--- config.mk ---
export PLATFORM = sky130hd
export DESIGN_NAME = sfifo_wr_master
export DESIGN_NICKNAME = d
export VERILOG_FILES = /design/src/rtl/sfwm_pkg.sv /design/src/rtl/sfwm_buffer.sv /design/src/rtl/sfwm_group_ctr.sv /design/src/rtl/sfwm_seq.sv /design/src/rtl/sfifo_wr_master.sv
export SDC_FILE = /design/constraint.sdc
export NUM_CORES = 2
export LEC_CHECK = 0
export BUFFER_PORTS_ARGS = -buffer_cell sky130_fd_sc_hd__buf_2
export CORE_MARGIN = 2
export CORE_UTILIZATION = 50
export DETAILED_ROUTE_END_ITERATION = 16
export PLACE_DENSITY = 0.65
export SYNTH_ARGS = -nofsm -noshare
export SYNTH_HDL_FRONTEND = slang
export SYNTH_SLANG_ARGS = --single-unit
--- constraint.sdc ---
create_clock -name clk -period 4.91 [get_ports clk]
set_input_delay 0.491 -clock clk [delete_from_list [all_inputs] [get_ports clk]]
set_output_delay 0.491 -clock clk [all_outputs]
set_load 0.005 [all_outputs]
--- src/rtl/sfwm_pkg.sv ---
package sfwm_pkg;

   // Sequencer states of the write master
   typedef enum logic [1:0] {
      ST_RUN   = 2'd0,   // free streaming, watermark high
      ST_DRAIN = 2'd1,   // watermark seen, finishing the group
      ST_PARK  = 2'd2    // group done, waiting for the ready flag
   } wr_state_e;

endpackage

--- src/rtl/sfwm_buffer.sv ---
module sfwm_buffer #(
   parameter int unsigned DATA_W = 32,
   parameter int unsigned DEPTH  = 64
) (
   input  logic              clk,
   input  logic              rst_n,
   input  logic              push,
   input  logic [DATA_W-1:0] din,
   output logic              full,
   input  logic              pop,
   output logic [DATA_W-1:0] head,
   output logic              empty,
   output logic [$clog2(DEPTH):0] level
);
   localparam int unsigned AW = $clog2(DEPTH);

   logic [DATA_W-1:0] mem [DEPTH];
   logic [AW-1:0]     wr_ptr;
   logic [AW-1:0]     rd_ptr;
   logic [AW:0]       lvl_q;
   logic              push_ok;
   logic              pop_ok;

   assign full    = (lvl_q == (AW+1)'(DEPTH));
   assign empty   = (lvl_q == '0);
   assign push_ok = push & ~full;
   assign pop_ok  = pop & ~empty;
   assign head    = mem[rd_ptr];
   assign level   = lvl_q;

   always_ff @(posedge clk) begin
      if (push_ok) begin
         mem[wr_ptr] <= din;
      end
   end

   always_ff @(posedge clk or negedge rst_n) begin
      if (!rst_n) begin
         wr_ptr <= '0;
         rd_ptr <= '0;
         lvl_q  <= '0;
      end else begin
         if (push_ok) wr_ptr <= wr_ptr + 1'b1;
         if (pop_ok)  rd_ptr <= rd_ptr + 1'b1;
         case ({push_ok, pop_ok})
            2'b10:   lvl_q <= lvl_q + 1'b1;
            2'b01:   lvl_q <= lvl_q - 1'b1;
            default: lvl_q <= lvl_q;
         endcase
      end
   end

endmodule

--- src/rtl/sfwm_group_ctr.sv ---
module sfwm_group_ctr #(
   parameter int unsigned GROUP_W = 3
) (
   input  logic               clk,
   input  logic               rst_n,
   input  logic               inc,
   input  logic               clr,
   output logic [GROUP_W-1:0] cnt,
   output logic               last
);
   logic [GROUP_W-1:0] cnt_q;

   always_ff @(posedge clk or negedge rst_n) begin
      if (!rst_n) begin
         cnt_q <= '0;
      end else if (clr) begin
         cnt_q <= '0;
      end else if (inc) begin
         cnt_q <= cnt_q + 1'b1;   // wraps after the final slot
      end
   end

   assign cnt  = cnt_q;
   assign last = &cnt_q;

endmodule

--- src/rtl/sfwm_seq.sv ---
module sfwm_seq
   import sfwm_pkg::*;
#(
   parameter int unsigned HOLD = 8
) (
   input  logic      clk,
   input  logic      rst_n,
   input  logic      empty,
   input  logic      rdy,
   input  logic      wm_n,
   input  logic      last,
   output logic      fire,
   output logic      clr,
   output wr_state_e state
);
   localparam int unsigned HW = $clog2(HOLD + 1);

   wr_state_e st_q;
   wr_state_e st_d;
   logic [HW-1:0] hold_q;

   always_comb begin
      fire = 1'b0;
      clr  = 1'b0;
      st_d = st_q;
      unique case (st_q)
         ST_RUN: begin
            if (!wm_n) begin
               fire = ~empty;
               st_d = (fire && last) ? ST_PARK : ST_DRAIN;
            end else begin
               fire = ~empty & rdy;
            end
         end
         ST_DRAIN: begin
            fire = ~empty;
            if (fire && last) st_d = ST_PARK;
         end
         ST_PARK: begin
            if (hold_q == '0 && rdy) begin
               st_d = ST_RUN;
               clr  = 1'b1;
            end
         end
         default: st_d = ST_RUN;
      endcase
   end

   always_ff @(posedge clk or negedge rst_n) begin
      if (!rst_n) begin
         st_q   <= ST_RUN;
         hold_q <= '0;
      end else begin
         st_q <= st_d;
         if (st_d == ST_PARK && st_q != ST_PARK) begin
            hold_q <= HW'(HOLD);
         end else if (st_q == ST_PARK && hold_q != '0) begin
            hold_q <= hold_q - 1'b1;
         end
      end
   end

   assign state = st_q;

endmodule

--- src/rtl/sfifo_wr_master.sv ---
module sfifo_wr_master
   import sfwm_pkg::*;
#(
   parameter int unsigned DATA_W    = 32,
   parameter int unsigned DEPTH     = 64,
   parameter int unsigned GROUP_W   = 3,
   parameter int unsigned HOLD      = 8,
   parameter int unsigned ADDR_W    = 2,
   parameter int unsigned FIFO_ADDR = 0,
   parameter bit          OUT_REG   = 1'b1
) (
   input  logic              clk,
   input  logic              rst_n,
   input  logic              prod_push,
   input  logic [DATA_W-1:0] prod_data,
   output logic              prod_full,
   input  logic              port_rdy,
   input  logic              port_wm_n,
   output logic [ADDR_W-1:0] port_addr,
   output logic [DATA_W-1:0] port_data,
   output logic              port_wr_n
);
   localparam int unsigned LVL_W = $clog2(DEPTH) + 1;

   // Elaboration-time parameter checks
   if (DEPTH < 2 || (DEPTH & (DEPTH - 1)) != 0) begin : g_bad_depth
      $error("DEPTH must be a power of two of at least 2");
   end
   if (GROUP_W < 1) begin : g_bad_group
      $error("GROUP_W must be at least 1");
   end
   if (HOLD < 1) begin : g_bad_hold
      $error("HOLD must be at least 1");
   end
   if (FIFO_ADDR >= (1 << ADDR_W)) begin : g_bad_addr
      $error("FIFO_ADDR does not fit in ADDR_W bits");
   end

   logic              buf_empty;
   logic [DATA_W-1:0] buf_head;
   logic [LVL_W-1:0]  buf_level;
   logic              seq_fire;
   logic              seq_clr;
   wr_state_e         seq_st;
   logic [GROUP_W-1:0] grp_cnt;
   logic              grp_last;

   sfwm_buffer #(.DATA_W(DATA_W), .DEPTH(DEPTH)) u_buf (
      .clk   (clk),
      .rst_n (rst_n),
      .push  (prod_push),
      .din   (prod_data),
      .full  (prod_full),
      .pop   (seq_fire),
      .head  (buf_head),
      .empty (buf_empty),
      .level (buf_level)
   );

   sfwm_group_ctr #(.GROUP_W(GROUP_W)) u_grp (
      .clk   (clk),
      .rst_n (rst_n),
      .inc   (seq_fire),
      .clr   (seq_clr),
      .cnt   (grp_cnt),
      .last  (grp_last)
   );

   sfwm_seq #(.HOLD(HOLD)) u_seq (
      .clk   (clk),
      .rst_n (rst_n),
      .empty (buf_empty),
      .rdy   (port_rdy),
      .wm_n  (port_wm_n),
      .last  (grp_last),
      .fire  (seq_fire),
      .clr   (seq_clr),
      .state (seq_st)
   );

   assign port_addr = ADDR_W'(FIFO_ADDR);

   if (OUT_REG) begin : g_out_reg
      logic              wr_q;
      logic [DATA_W-1:0] data_q;
      always_ff @(posedge clk or negedge rst_n) begin
         if (!rst_n) begin
            wr_q   <= 1'b1;
            data_q <= '0;
         end else begin
            wr_q <= ~seq_fire;
            if (seq_fire) data_q <= buf_head;
         end
      end
      assign port_wr_n = wr_q;
      assign port_data = data_q;
   end else begin : g_out_comb
      assign port_wr_n = ~seq_fire;
      assign port_data = buf_head;
   end

endmodule

### Yosys cells after proc, flatten, opt, wreduce, memory -nomap -nowiden

Memories as Yosys holds them, arrays and structs flattened. A register that Yosys moved wholly into a read port is not among the register bits.
Index checks and enable logic that the tools add are counted.

* register bits: 29
* memory bits (writable): 2048
* output and inout port bits: 36
* word-level logic and storage cells: 56
* memories: 1

* add/subtract/negate cells: 6
* eq/ne operators: 7
* muxes and demuxes: 16
* bitwise gates (word level): 6
* reduce and logical (&&, ||, !) cells: 13

Memories
* u_buf.mem: depth 64, bits a word 32, read ports 1, clocked after memory_dff 1, wr ports 1, line sfwm_buffer.sv:17 `logic [DATA_W-1:0] mem [DEPTH];`

Operator list (number)
* one-hot mux 7 bit (2 select lines): 1
* adder 6 x 1 -> 6 bit (second input constant): 2
* 2-to-1 mux 2 bit: 4
* 2-to-1 mux 4 bit: 2
* adder 7 x 1 -> 7 bit (second input constant): 1
* equality test 7 bit (second input constant): 1
* zero test 7 bit: 1
* subtractor 7 x 1 -> 7 bit (second input constant): 1
* equality test 2 bit (second input constant): 3
* 2-to-1 mux 3 bit: 2
* one-hot mux 2 bit (3 select lines): 1
* nonzero test 2 bit: 3
* 2-to-1 mux 1 bit: 5
* equality test 2 x 1 -> 1 bit (second input constant): 2
* logical AND 1 bit: 4
* zero test 4 bit: 1
* nonzero test 4 bit: 1
* subtractor 4 x 1 -> 4 bit (second input constant): 1
* adder 3 x 1 -> 3 bit (second input constant): 1
* AND 1 bit: 3
* inverter 1 bit: 3
* AND reduction 3 bit: 1
* zero test 2 bit: 1
* inequality test 2 bit (second input constant): 1
* 2 further kinds: 2

### Logic depth before layout (Yosys ltp)

* depth after elaboration: 9
* depth in mapped cells: 13

### By module

From an unflattened synthesis, not the netlist that was laid out.

* cells, all modules: 3565
* area total of the unflattened synthesis: 81040.2 µm²

By module, submodules not included
* sfwm_buffer: times used 1, cells each 3443, area each 79152.2 µm²
* sfifo_wr_master: times used 1, cells each 73, area each 1390.1 µm²
* sfwm_seq: times used 1, cells each 38, area each 357.8 µm²
* sfwm_group_ctr: times used 1, cells each 11, area each 140.1 µm²

### Least setup slack after synthesis

Ideal clock, no wire load.

* path type: register -> register
* start: register u_buf.lvl_q[0], in the netlist u_buf.level[0]
* end: memory u_buf.mem[59][0] (enable)
* arrival: 2600 ps
* required time: 4489 ps
* path slack: 1889 ps
* stages on the path, launching flop included: 8
* path buffers: 0
* clock period less this slack: 3021 ps
* cells stage by stage: dfrtp_1 nor4_1 nand3_1 and2_1 inv_1 nor2_1 nand3_1 nor2_1

* cells in the longest elaborated chain, start to end: 5

RTL lines
* from (decl): line sfwm_buffer.sv:20 `logic [AW:0] lvl_q;`
* from (signal assigned): line sfwm_buffer.sv:46 `2'b10: lvl_q <= lvl_q + 1'b1;`
* from (signal assigned): line sfwm_buffer.sv:47 `2'b01: lvl_q <= lvl_q - 1'b1;`
* from (signal assigned): line sfwm_buffer.sv:48 `default: lvl_q <= lvl_q;`
* equality test 7 bit: line sfwm_buffer.sv:24 `assign full = (lvl_q == (AW+1)'(DEPTH));`
* inverter 1 bit: line sfwm_buffer.sv:26 `assign push_ok = push & ~full;`
* AND 1 bit: line sfwm_buffer.sv:26
* 2-to-1 mux 1 bit: line sfwm_buffer.sv:32 `if (push_ok) begin`
* 2-to-1 mux 1 bit (implied by the code): line sfwm_buffer.sv:33 `mem[wr_ptr] <= din;`
* to (decl): line sfwm_buffer.sv:17

No other way between the ends.

### Worst setup path in the final report

* start: register u_buf.lvl_q[0], in the netlist u_buf.level[0]
* end: memory u_buf.mem[59][29] (enable)

Same word-level chain as after synthesis.

==> reports/qor.yml <==
status: "completed"
p_clk_share_pct: 30.2
clock_path_buffers: 3
fp.dieH_um: 406
place_congestion: 0.816
numCtsBuffers: 207
reg2regPathDepth: 8
crit_fanout: 25
hold_viol_final: 0
drt-wirelength-per-cell_um: 32.8
grt_max_degree: 101
layout-drive-gt1-share_pct: 25.2
async_reset_ff_share_pct: 2.89
max_freq_mhz: 261
synth_cell_types: 55
period_share_pct: 78.0
fp.coreArea_um2: 161000
ys_seq_area_share_pct: 77.8
swShare_pct: 31.4
grt_pass1_vias: 39600
max-cap-violations: 0
tritoncts: "built"
tns_ps: 0
worstSetupStartpointType: "flip-flop"
clk_pin_slew_ps: 60
crit_start: "u_buf.level[0]"
drc: 0
vias_per_cell: 6.32
drtPass1Iterations: 5
setup.worst_path.end: "u_buf.mem[59][29]"
final_nets: 4066
comb_power_share_pct: 28.9
synthTopCellsByArea: "edfxtp_1 (76%), mux4_2 (11%), mux2i_1 (3.5%), dfrtp_1 (1.9%), a211oi_1 (0.58%)"
place_ws_ps: 1050
hp-class: "input pin to flip-flop"
dp_hpwl_um: 120000
num_vias: 40200
antenna_found_initial: 4
critical_path_class: "flip-flop to flip-flop"
reg2reg_from: "u_buf.level[0]"
yosysWarnings: 0
grt_pass1_wl_um: 296000
rows: 147
grt_overflow: 0
rsz0062_at_grt: "no"
post-synth-top-count-cell: "edfxtp_1"
fp.dieW_um: 406
h-tree-depth: 4
track_usage_pct: 25.5
synth_top_area_cell: "edfxtp_1"
synthCells: 3776
area_growth_pct: 13.3
root_buffer: "clkbuf_16"
switching_power_mw: 16.4
portBuffers: 70
holdWs_ps: 158
synth_edf_count: 2048
start_util_pct: 50.4
r2r_slack_ps: 1080
p_int_mw: 35.8
crit_arrival_ps: 4370
ys_ff_latch: 2109
powerDensity_nw_per_um2: 569
setup_viol: 0
drtIter0Drc: 4970
rr_endpoint: "u_buf.mem[59][29]"
p_leak_nw: 29.5
ant_nets: 0
fillCellCount: 11700
die_area_um2: 165000
clock_skew_ps: 40.3
slew_viol_final: 0
synthTopCellsByCount: "edfxtp_1 (2048), mux4_2 (398), mux2i_1 (285), nor2_1 (112), clkbuf_1 (95)"
tightest_slew_ps: 1320
cts.sinks: 2109
max-vdd-ir-drop_mv: 0.468
cts_resized: 0
num_io_pins: 73
setup_ws_ps: 1080
worst_skew_pair.late_latency_ps: 830
syn_avg_cell_area_um2: 21.4
syn-cell-area_um2: 81000
p_seq_share_pct: 40.9
synth_top_area_share_pct: 75.9
synthFlopType: "edfxtp_1"
wl_um: 209000
finalCriticalPeriod_ps: 3830
end_kind: "flip-flop"
cp.required_ps: 5440
relSlewSlack_pct: 9.79
[cells in the final DEF (no fill, tap or decap), drive strengths merged, types with 3 or more instances in the layout]
master    netlist  routed
dfrtp          60      60
o221ai         43      43
inv            15      19
ha             12      12
a22o           15      15
a22oi          13      13
nor2b          18      18
nor4            3       3
clkinv          1      94
a221oi         43      43
a21oi          45      45
and2            6       6
a32oi           7       7
mux2           18      18
xnor2          14      14
nand3          21      21
and4            5       5
clkinvlp        0       6
o211ai          3       3
mux4          398     398
nor3           15      15
edfxtp       2048    2048
buf           123     246
o21ai          73      73
a221o          19      19
a211o           8       8
o31ai           3       3
nor2          112     112
nand2b          5       5
clkbuf         95     263
o22ai          53      53
mux2i         285     285
nand2          81      81
diode           0       3
nand3b          6       6
a2111oi        22      22
a211oi         63      63
xor2            3       3
bufinv          0      19
[metal layers]
metal | up-vias | track usage [%] | share of wire [%]
met5 | - | 0 | 0.013
met4 | 4 | 8.62 | 3.4
met3 | 336 | 4.24 | 8.4
met2 | 1973 | 39.6 | 47
met1 | 21500 | 37.1 | 41
li1 | 16400 | - | -
[layout make-up]
cell class / count / area (um2) / share of cell area (%)
multi-input cells: 1434 / 17100 / 18.7
diodes: 3 / 7.51 / 0.00818
clock inverters: 122 / 1190 / 1.29
repair buffers: 248 / 2030 / 2.21
flip-flops and latches: 2109 / 63000 / 68.7
well taps: 2160 / 2700 / 2.94
clock buffers: 263 / 5610 / 6.12
inverters: 16 / 61.3 / 0.0668
[worst min-delay path by stage]
stage                 endpoint       from  cells after the start
3_5_place_dp     port_data[13]      rst_n                      1
3_3_place_gp     port_data[13]      rst_n                      1
2_1_floorplan     port_data[0]      rst_n                      0
6_report       u_buf.wr_ptr[1]  prod_push                      4
4_1_cts        u_buf.wr_ptr[1]  prod_push                      4
5_1_grt        u_buf.wr_ptr[1]  prod_push                      4
[power groups by stage]
stage	Combinational, mW	Clock, mW	Sequential (mW)
floorplan	9.95	0	21.3
global placement	15.0	0	21.7
detailed placement	15.1	0	21.7
CTS	15.2	16.0	21.4
global route	15.9	16.7	21.4
finish	15.1	15.8	21.4
[stage by stage]
stage,total power [mW],area [um2],instances,utilization [%]
5_1_grt,54.0,91800,6352,57.1
2_1_floorplan,31.2,81000,3777,-
6_report,52.2,91800,6355,57.1
4_1_cts,52.5,91800,6352,57.1
3_5_place_dp,36.9,85000,5965,52.8
3_3_place_gp,36.8,85000,5965,52.8
[registers in the layout (all words and copies together), names as in the netlist]
register and cells:
u_buf.rd_ptr 6, u_grp.cnt 3, u_buf.wr_ptr 6, u_buf.level 7
port_data 32, port_wr_n 1, u_seq.state 2, u_seq.hold_q 4
u_buf.mem 2048
[worst max-delay path: stages, from the launching register on]
cell and delay, ps:
dfrtp_1 420, nor4_1 90, nand3_1 130, and2_1 210, inv_1 130, nor2_1 280, nand3_1 790, nor2_4 1170
buf_4 320
[cell families (layout without fill, tap and decap cells)]
logic type,count (synthesis),count (layout),synth area share [%]
compound gates,418,418,3.71
fa+ha+maj,13,13,0.210
simple gates,283,283,1.57
other cells,1,5,0.00463
xor+xnor,17,17,0.184
buf+inv,234,649,1.65
mux,701,701,14.8
flops,2109,2109,77.8
[timing repair]
item	CTS	global route
buffers inserted	0	0
endpoints found under the hold margin	17	0
hold buffers	2	0
(Power assumes the default switching activity.)
